**config.mk**
```make
export PLATFORM = sky130hd
export DESIGN_NAME = ts_rate_clock
export DESIGN_NICKNAME = d
export VERILOG_FILES = /design/src/rtl/ts_clk_pkg.sv /design/src/rtl/ts_phase_acc.sv /design/src/rtl/ts_load_stage.sv /design/src/rtl/ts_time_count.sv /design/src/rtl/ts_rate_clock.sv
export SDC_FILE = /design/constraint.sdc
export NUM_CORES = 1
export LEC_CHECK = 0
export ABC_AREA = 1
export BUFFER_PORTS_ARGS = -buffer_cell sky130_fd_sc_hd__buf_4
export CORE_MARGIN = 1.5
export CORE_UTILIZATION = 65
export DETAILED_ROUTE_END_ITERATION = 8
export PLACE_DENSITY = 0.93
export SYNTH_ARGS = -nofsm -noshare
export SYNTH_HDL_FRONTEND = slang
export SYNTH_SLANG_ARGS = --single-unit
```
**constraint.sdc**
```tcl
create_clock -name clk -period 6.6 [get_ports clk]
set_input_delay 0.99 -clock clk [delete_from_list [all_inputs] [get_ports clk]]
set_output_delay 0.99 -clock clk [all_outputs]
set_load 0.05 [all_outputs]
```
**src/rtl/ts_clk_pkg.sv**
```systemverilog
package ts_clk_pkg;

    typedef enum logic [1:0] {
        SEL_ADDEND = 2'd0,
        SEL_HI     = 2'd1,
        SEL_LO     = 2'd2,
        SEL_CMD    = 2'd3
    } reg_sel_e;

    localparam int          SNAP_BIT       = 0;
    localparam logic [31:0] ADDEND_DEFAULT = 32'h8000_0000;

endpackage

```
**src/rtl/ts_phase_acc.sv**
```systemverilog
module ts_phase_acc #(
    parameter int               ACC_W      = 32,
    parameter logic [ACC_W-1:0] ADDEND_RST = {1'b1, {(ACC_W-1){1'b0}}}
) (
    input  logic             clk,
    input  logic             rst_n,
    input  logic             addend_we,
    input  logic [ACC_W-1:0] addend_wdata,
    output logic [ACC_W-1:0] addend_o,
    output logic             carry_o
);

    typedef struct packed {
        logic [ACC_W-1:0] addend;
        logic [ACC_W-1:0] acc;
    } acc_state_t;

    acc_state_t st_d, st_q;
    logic [ACC_W:0] sum_w;

    always_comb begin
        st_d  = st_q;
        sum_w = {1'b0, st_q.acc} + {1'b0, st_q.addend};
        st_d.acc = sum_w[ACC_W-1:0];
        if (addend_we) begin
            st_d.addend = addend_wdata;
        end
    end

    always_ff @(posedge clk or negedge rst_n) begin
        if (!rst_n) begin
            st_q.addend <= ADDEND_RST;
            st_q.acc    <= '0;
        end else begin
            st_q <= st_d;
        end
    end

    assign addend_o = st_q.addend;
    assign carry_o  = sum_w[ACC_W];

endmodule

```
**src/rtl/ts_load_stage.sv**
```systemverilog
module ts_load_stage #(
    parameter int WORD_W = 32
) (
    input  logic              clk,
    input  logic              rst_n,
    input  logic              wr_hi,
    input  logic              wr_lo,
    input  logic [WORD_W-1:0] wdata,
    output logic              commit_o,
    output logic [2*WORD_W-1:0] load_val_o
);

    typedef struct packed {
        logic              hi_pend;
        logic              lo_pend;
        logic [WORD_W-1:0] hi_word;
        logic [WORD_W-1:0] lo_word;
    } stage_state_t;

    stage_state_t st_d, st_q;
    logic         commit_w;

    always_comb begin
        st_d     = st_q;
        commit_w = (wr_hi && st_q.lo_pend) || (wr_lo && st_q.hi_pend);
        if (wr_hi) begin
            st_d.hi_word = wdata;
            st_d.hi_pend = 1'b1;
        end
        if (wr_lo) begin
            st_d.lo_word = wdata;
            st_d.lo_pend = 1'b1;
        end
        if (commit_w) begin
            st_d.hi_pend = 1'b0;
            st_d.lo_pend = 1'b0;
        end
    end

    always_ff @(posedge clk or negedge rst_n) begin
        if (!rst_n) begin
            st_q <= '0;
        end else begin
            st_q <= st_d;
        end
    end

    assign commit_o   = commit_w;
    assign load_val_o = {(wr_hi ? wdata : st_q.hi_word),
                         (wr_lo ? wdata : st_q.lo_word)};

endmodule

```
**src/rtl/ts_time_count.sv**
```systemverilog
module ts_time_count #(
    parameter int CNT_W = 64
) (
    input  logic             clk,
    input  logic             rst_n,
    input  logic             inc,
    input  logic             load,
    input  logic [CNT_W-1:0] load_val,
    output logic [CNT_W-1:0] cnt_o
);

    typedef struct packed {
        logic [CNT_W-1:0] cnt;
    } cnt_state_t;

    cnt_state_t st_d, st_q;

    always_comb begin
        st_d = st_q;
        if (load) begin
            st_d.cnt = load_val;
        end else if (inc) begin
            st_d.cnt = st_q.cnt + {{(CNT_W-1){1'b0}}, 1'b1};
        end
    end

    always_ff @(posedge clk or negedge rst_n) begin
        if (!rst_n) begin
            st_q <= '0;
        end else begin
            st_q <= st_d;
        end
    end

    assign cnt_o = st_q.cnt;

endmodule

```
**src/rtl/ts_rate_clock.sv**
```systemverilog
module ts_rate_clock #(
    parameter int DATA_W = 32,
    parameter int ACC_W  = 32,
    parameter logic [ACC_W-1:0] ADDEND_RST = {1'b1, {(ACC_W-1){1'b0}}}
) (
    input  logic              clk,
    input  logic              rst_n,
    input  logic              reg_wr,
    input  logic [1:0]        reg_addr,
    input  logic [DATA_W-1:0] reg_wdata,
    output logic [DATA_W-1:0] reg_rdata,
    output logic [2*DATA_W-1:0] time_o
);
    import ts_clk_pkg::*;

    localparam int CNT_W  = 2 * DATA_W;
    localparam int NWORDS = CNT_W / DATA_W;

    typedef struct packed {
        logic [CNT_W-1:0] snap;
    } top_state_t;

    top_state_t st_d, st_q;

    logic               wr_addend, wr_hi, wr_lo, snap_req;
    logic [ACC_W-1:0]   addend_w;
    logic               carry_w;
    logic               stage_commit;
    logic [CNT_W-1:0]   stage_val;
    logic [CNT_W-1:0]   cnt_w;
    logic [CNT_W-1:0]   snap_now;
    logic [DATA_W-1:0]  snap_word [NWORDS];

    always_comb begin
        wr_addend = reg_wr && (reg_sel_e'(reg_addr) == SEL_ADDEND);
        wr_hi     = reg_wr && (reg_sel_e'(reg_addr) == SEL_HI);
        wr_lo     = reg_wr && (reg_sel_e'(reg_addr) == SEL_LO);
        snap_req  = reg_wr && (reg_sel_e'(reg_addr) == SEL_CMD) && reg_wdata[SNAP_BIT];
    end

    ts_phase_acc #(
        .ACC_W      (ACC_W),
        .ADDEND_RST (ADDEND_RST)
    ) u_acc (
        .clk          (clk),
        .rst_n        (rst_n),
        .addend_we    (wr_addend),
        .addend_wdata (reg_wdata[ACC_W-1:0]),
        .addend_o     (addend_w),
        .carry_o      (carry_w)
    );

    ts_load_stage #(
        .WORD_W (DATA_W)
    ) u_stage (
        .clk        (clk),
        .rst_n      (rst_n),
        .wr_hi      (wr_hi),
        .wr_lo      (wr_lo),
        .wdata      (reg_wdata),
        .commit_o   (stage_commit),
        .load_val_o (stage_val)
    );

    ts_time_count #(
        .CNT_W (CNT_W)
    ) u_cnt (
        .clk      (clk),
        .rst_n    (rst_n),
        .inc      (carry_w),
        .load     (stage_commit),
        .load_val (stage_val),
        .cnt_o    (cnt_w)
    );

    always_comb begin
        st_d = st_q;
        if (snap_req) begin
            st_d.snap = cnt_w;
        end
    end

    always_ff @(posedge clk or negedge rst_n) begin
        if (!rst_n) begin
            st_q <= '0;
        end else begin
            st_q <= st_d;
        end
    end

    assign snap_now = st_q.snap;

    for (genvar g = 0; g < NWORDS; g++) begin : g_snap_word
        assign snap_word[g] = st_q.snap[g*DATA_W +: DATA_W];
    end

    always_comb begin
        reg_rdata = '0;
        case (reg_sel_e'(reg_addr))
            SEL_ADDEND: reg_rdata = DATA_W'(addend_w);
            SEL_HI:     reg_rdata = snap_word[NWORDS-1];
            SEL_LO:     reg_rdata = snap_word[0];
            default:    reg_rdata = '0;
        endcase
    end

    assign time_o = cnt_w;

endmodule


```
==> results.cfg <==
[status]
status = complete, but fails checks
violations = design-rule violations

[clock_network]
cts_made_buffers = 28
clk_pin_slew_worst_paths_ps = 60
cts.sinks = 258
root_buffer = clkbuf_16
cts_setup_buffers = 0
ctsHoldBuffers = 0
cts_tree = done
cts_buffer_depth = 3
cts_resized = 0
clk_latency_ps = 550
cts_htree_levels = 1

[floorplanning]
die_y_um = 153
fp.dieW_um = 153
core_area_um2 = 22000
ios = 133
rows = 54
die-area_um2 = 23500
initial_utilization_pct = 66.8

[drt]
drt-initial-drc-count = 1846
firstDrtPassIters = 9
vias = 15000
totalWireLength_um = 51000
wire_per_inst_um = 20.5
drt_drc_violations_left = 2
antenna_left = 0
routed_via_density = 6.03

[pwr]
leakagePower_uw = 0.00839
powerDensity_nw_per_um2 = 472
p_total_uw = 7920
ir_drop_mv = 0.380

[yosys]
yosysTopAreaCell = dfrtp_1
synthArstFlopShare_pct = 100
synth_seq_cells = 258
netlist_instances = 2086
synth_common_cells = nand2_1, inv_1, dfrtp_1
netlist_area_um2 = 14700
yosysUniqueCellTypes = 37
synth_area_leaders = dfrtp_1, nand2_1, inv_1, o21ai_0, nor2_1
ys_warn_count = 0
syn_area_per_cell_um2 = 7.05
yosysMostFrequentCell = nand2_1
yosysSeqAreaShare_pct = 43.9
synth_ff_type = dfrtp_1
synth-edff-count = 0
syn_nets = 2157
synth_top_area_share_pct = 43.7

[setup_path]
cp.required_ps = 5610
critPathKind = in -> out
cp_num_buf_inv = 4
max_stage_delay_ps = 830
crit_chain = buf_4 -> inv_1 -> nor2_2 -> inv_1 -> o221ai_1 -> buf_4
cp.arrival_ps = 2730
end_kind = output port
cp_slowest_cell = inv_1
path_max_fanout = 32
start_kind = input pin
crit_family = buffers and inverters

[place]
numPortBuffers = 132
dp.cells = 2435
hpwlAfterDp_um = 36400
place_congestion = 1.01

[sta]
fin_skew_ps = 14.8
fin_crit_sh_pct = 56.4
worst_slew_pin_slew_ps = 1240
min_period_ps = 3720
tns_ps = 0
fmax_ghz = 0.269
rsz0062_at_grt = false
maxSlewHeadroom_pct = 17.5
setup_viol = 0
hold_violations = 0
slew_violations = 0

[global_routing]
grt_overflow = 0
grt_pass1_wl_um = 78300
antenna_found_initial = 2
grt_max_degree = 138
grt_pass1_vias = 14200
grt.total_usage_pct = 43.4

[layout]
fillers = 1568
drive_gt1_share_pct = 9.92
post-route-util_pct = 76.2
finalNonFillerCells = 2489
area_delta_synth_final_pct = 14.2
final_nets = 2256

[flow_run]
maxCapViolCount = 0

[min_path]
hp-class = reg -> reg
==> layout make-up <==
type / instances / area (um^2) / area share [%]
clock inverter: 14 / 181 / 1.08
timing repair buffer: 139 / 1060 / 6.34
multi-input combinational: 1474 / 6870 / 40.9
sequential: 258 / 6460 / 38.5
tap: 280 / 350 / 2.09
inverter: 284 / 1070 / 6.35
antenna: 2 / 5.00 / 0.0298
clock buffer: 38 / 790 / 4.70
==> layout by cell type, fill, tap and decap left out, types with 4 or more instances in the layout <==
cell type,n
nand2_1,728
clkbuf_16,29
nor2_2,10
o21ai_1,40
o21a_1,7
clkbuf_1,6
nor2_1,177
or2_0,5
ha_1,33
a21oi_1,48
dfrtp_1,257
o21ai_0,178
buf_4,137
o21bai_1,9
bufinv_16,4
nor3_1,4
nand4_1,11
nand3b_1,4
clkinv_2,6
o221ai_1,32
nand2_2,10
inv_2,5
xor2_1,21
nand3_1,134
a31oi_1,4
a21o_1,6
inv_1,277
==> path summary, 6_finish.rpt <==
check	startpoint	end	slack [ps]	cells past startpoint
max	reg_addr[0]	reg_rdata[20]	2880	6
min	u_stage.st_q[5]	u_stage.st_q[5]	490	2
max reg2reg	u_acc.addend_o[0]	u_cnt.cnt_o[37]	3070	13
min reg2reg	u_stage.st_q[5]	u_stage.st_q[5]	490	2
max in group asynchronous	rst_n	u_cnt.cnt_o[58]	4790	2
min in group asynchronous	rst_n	snap_now[4]	570	1
==> metal layers <==
layer | wire length [um] | global-route usage [%]
met5 | 18 | 0
met4 | 3750 | 27.2
met3 | 5210 | 8.28
met2 | 22800 | 67.5
met1 | 19100 | 56.4
==> metrics by stage <==
stage	instance area, um^2	setup slack (ps)	hold WS [ps]
final	16800	2880	487
after global routing	16800	2770	509
after CTS	16800	2930	490
after detailed placement	15800	2770	474
after global placement	15800	2980	454
after floorplan	14700	3370	443
==> where the power goes <==
group          switching [uW]  total (uW)  internal [uW]
sequential                594        2700           2110
clock                     672        1670            995
combinational            2500        3560           1050
total                    3770        7920           4160
==> kinds of logic (layout without fill, tap and decap cells) <==
| group | after synthesis | count (layout) | synth area share (%) |
|---|---|---|---|
| compound gates | 327 | 327 | 12.4 |
| xor+xnor | 23 | 23 | 1.37 |
| fa+ha+maj | 34 | 34 | 2.94 |
| buf+inv | 354 | 475 | 9.46 |
| flops | 258 | 258 | 43.9 |
| other cells | 0 | 2 | 0 |
| simple gates | 1090 | 1090 | 29.9 |
==> flip-flops by register name (all words and copies together), names as in the netlist <==
signal          flops
snap_now           64
u_acc.addend_o     32
u_acc.st_q         32
u_cnt.cnt_o        64
u_stage.st_q       66
==> worst min-delay path: stages (launching register included) <==
cell and delay (ps):
dfrtp_1 320, nand2_1 60, o21ai_2 70
(Power assumes the default switching activity.)
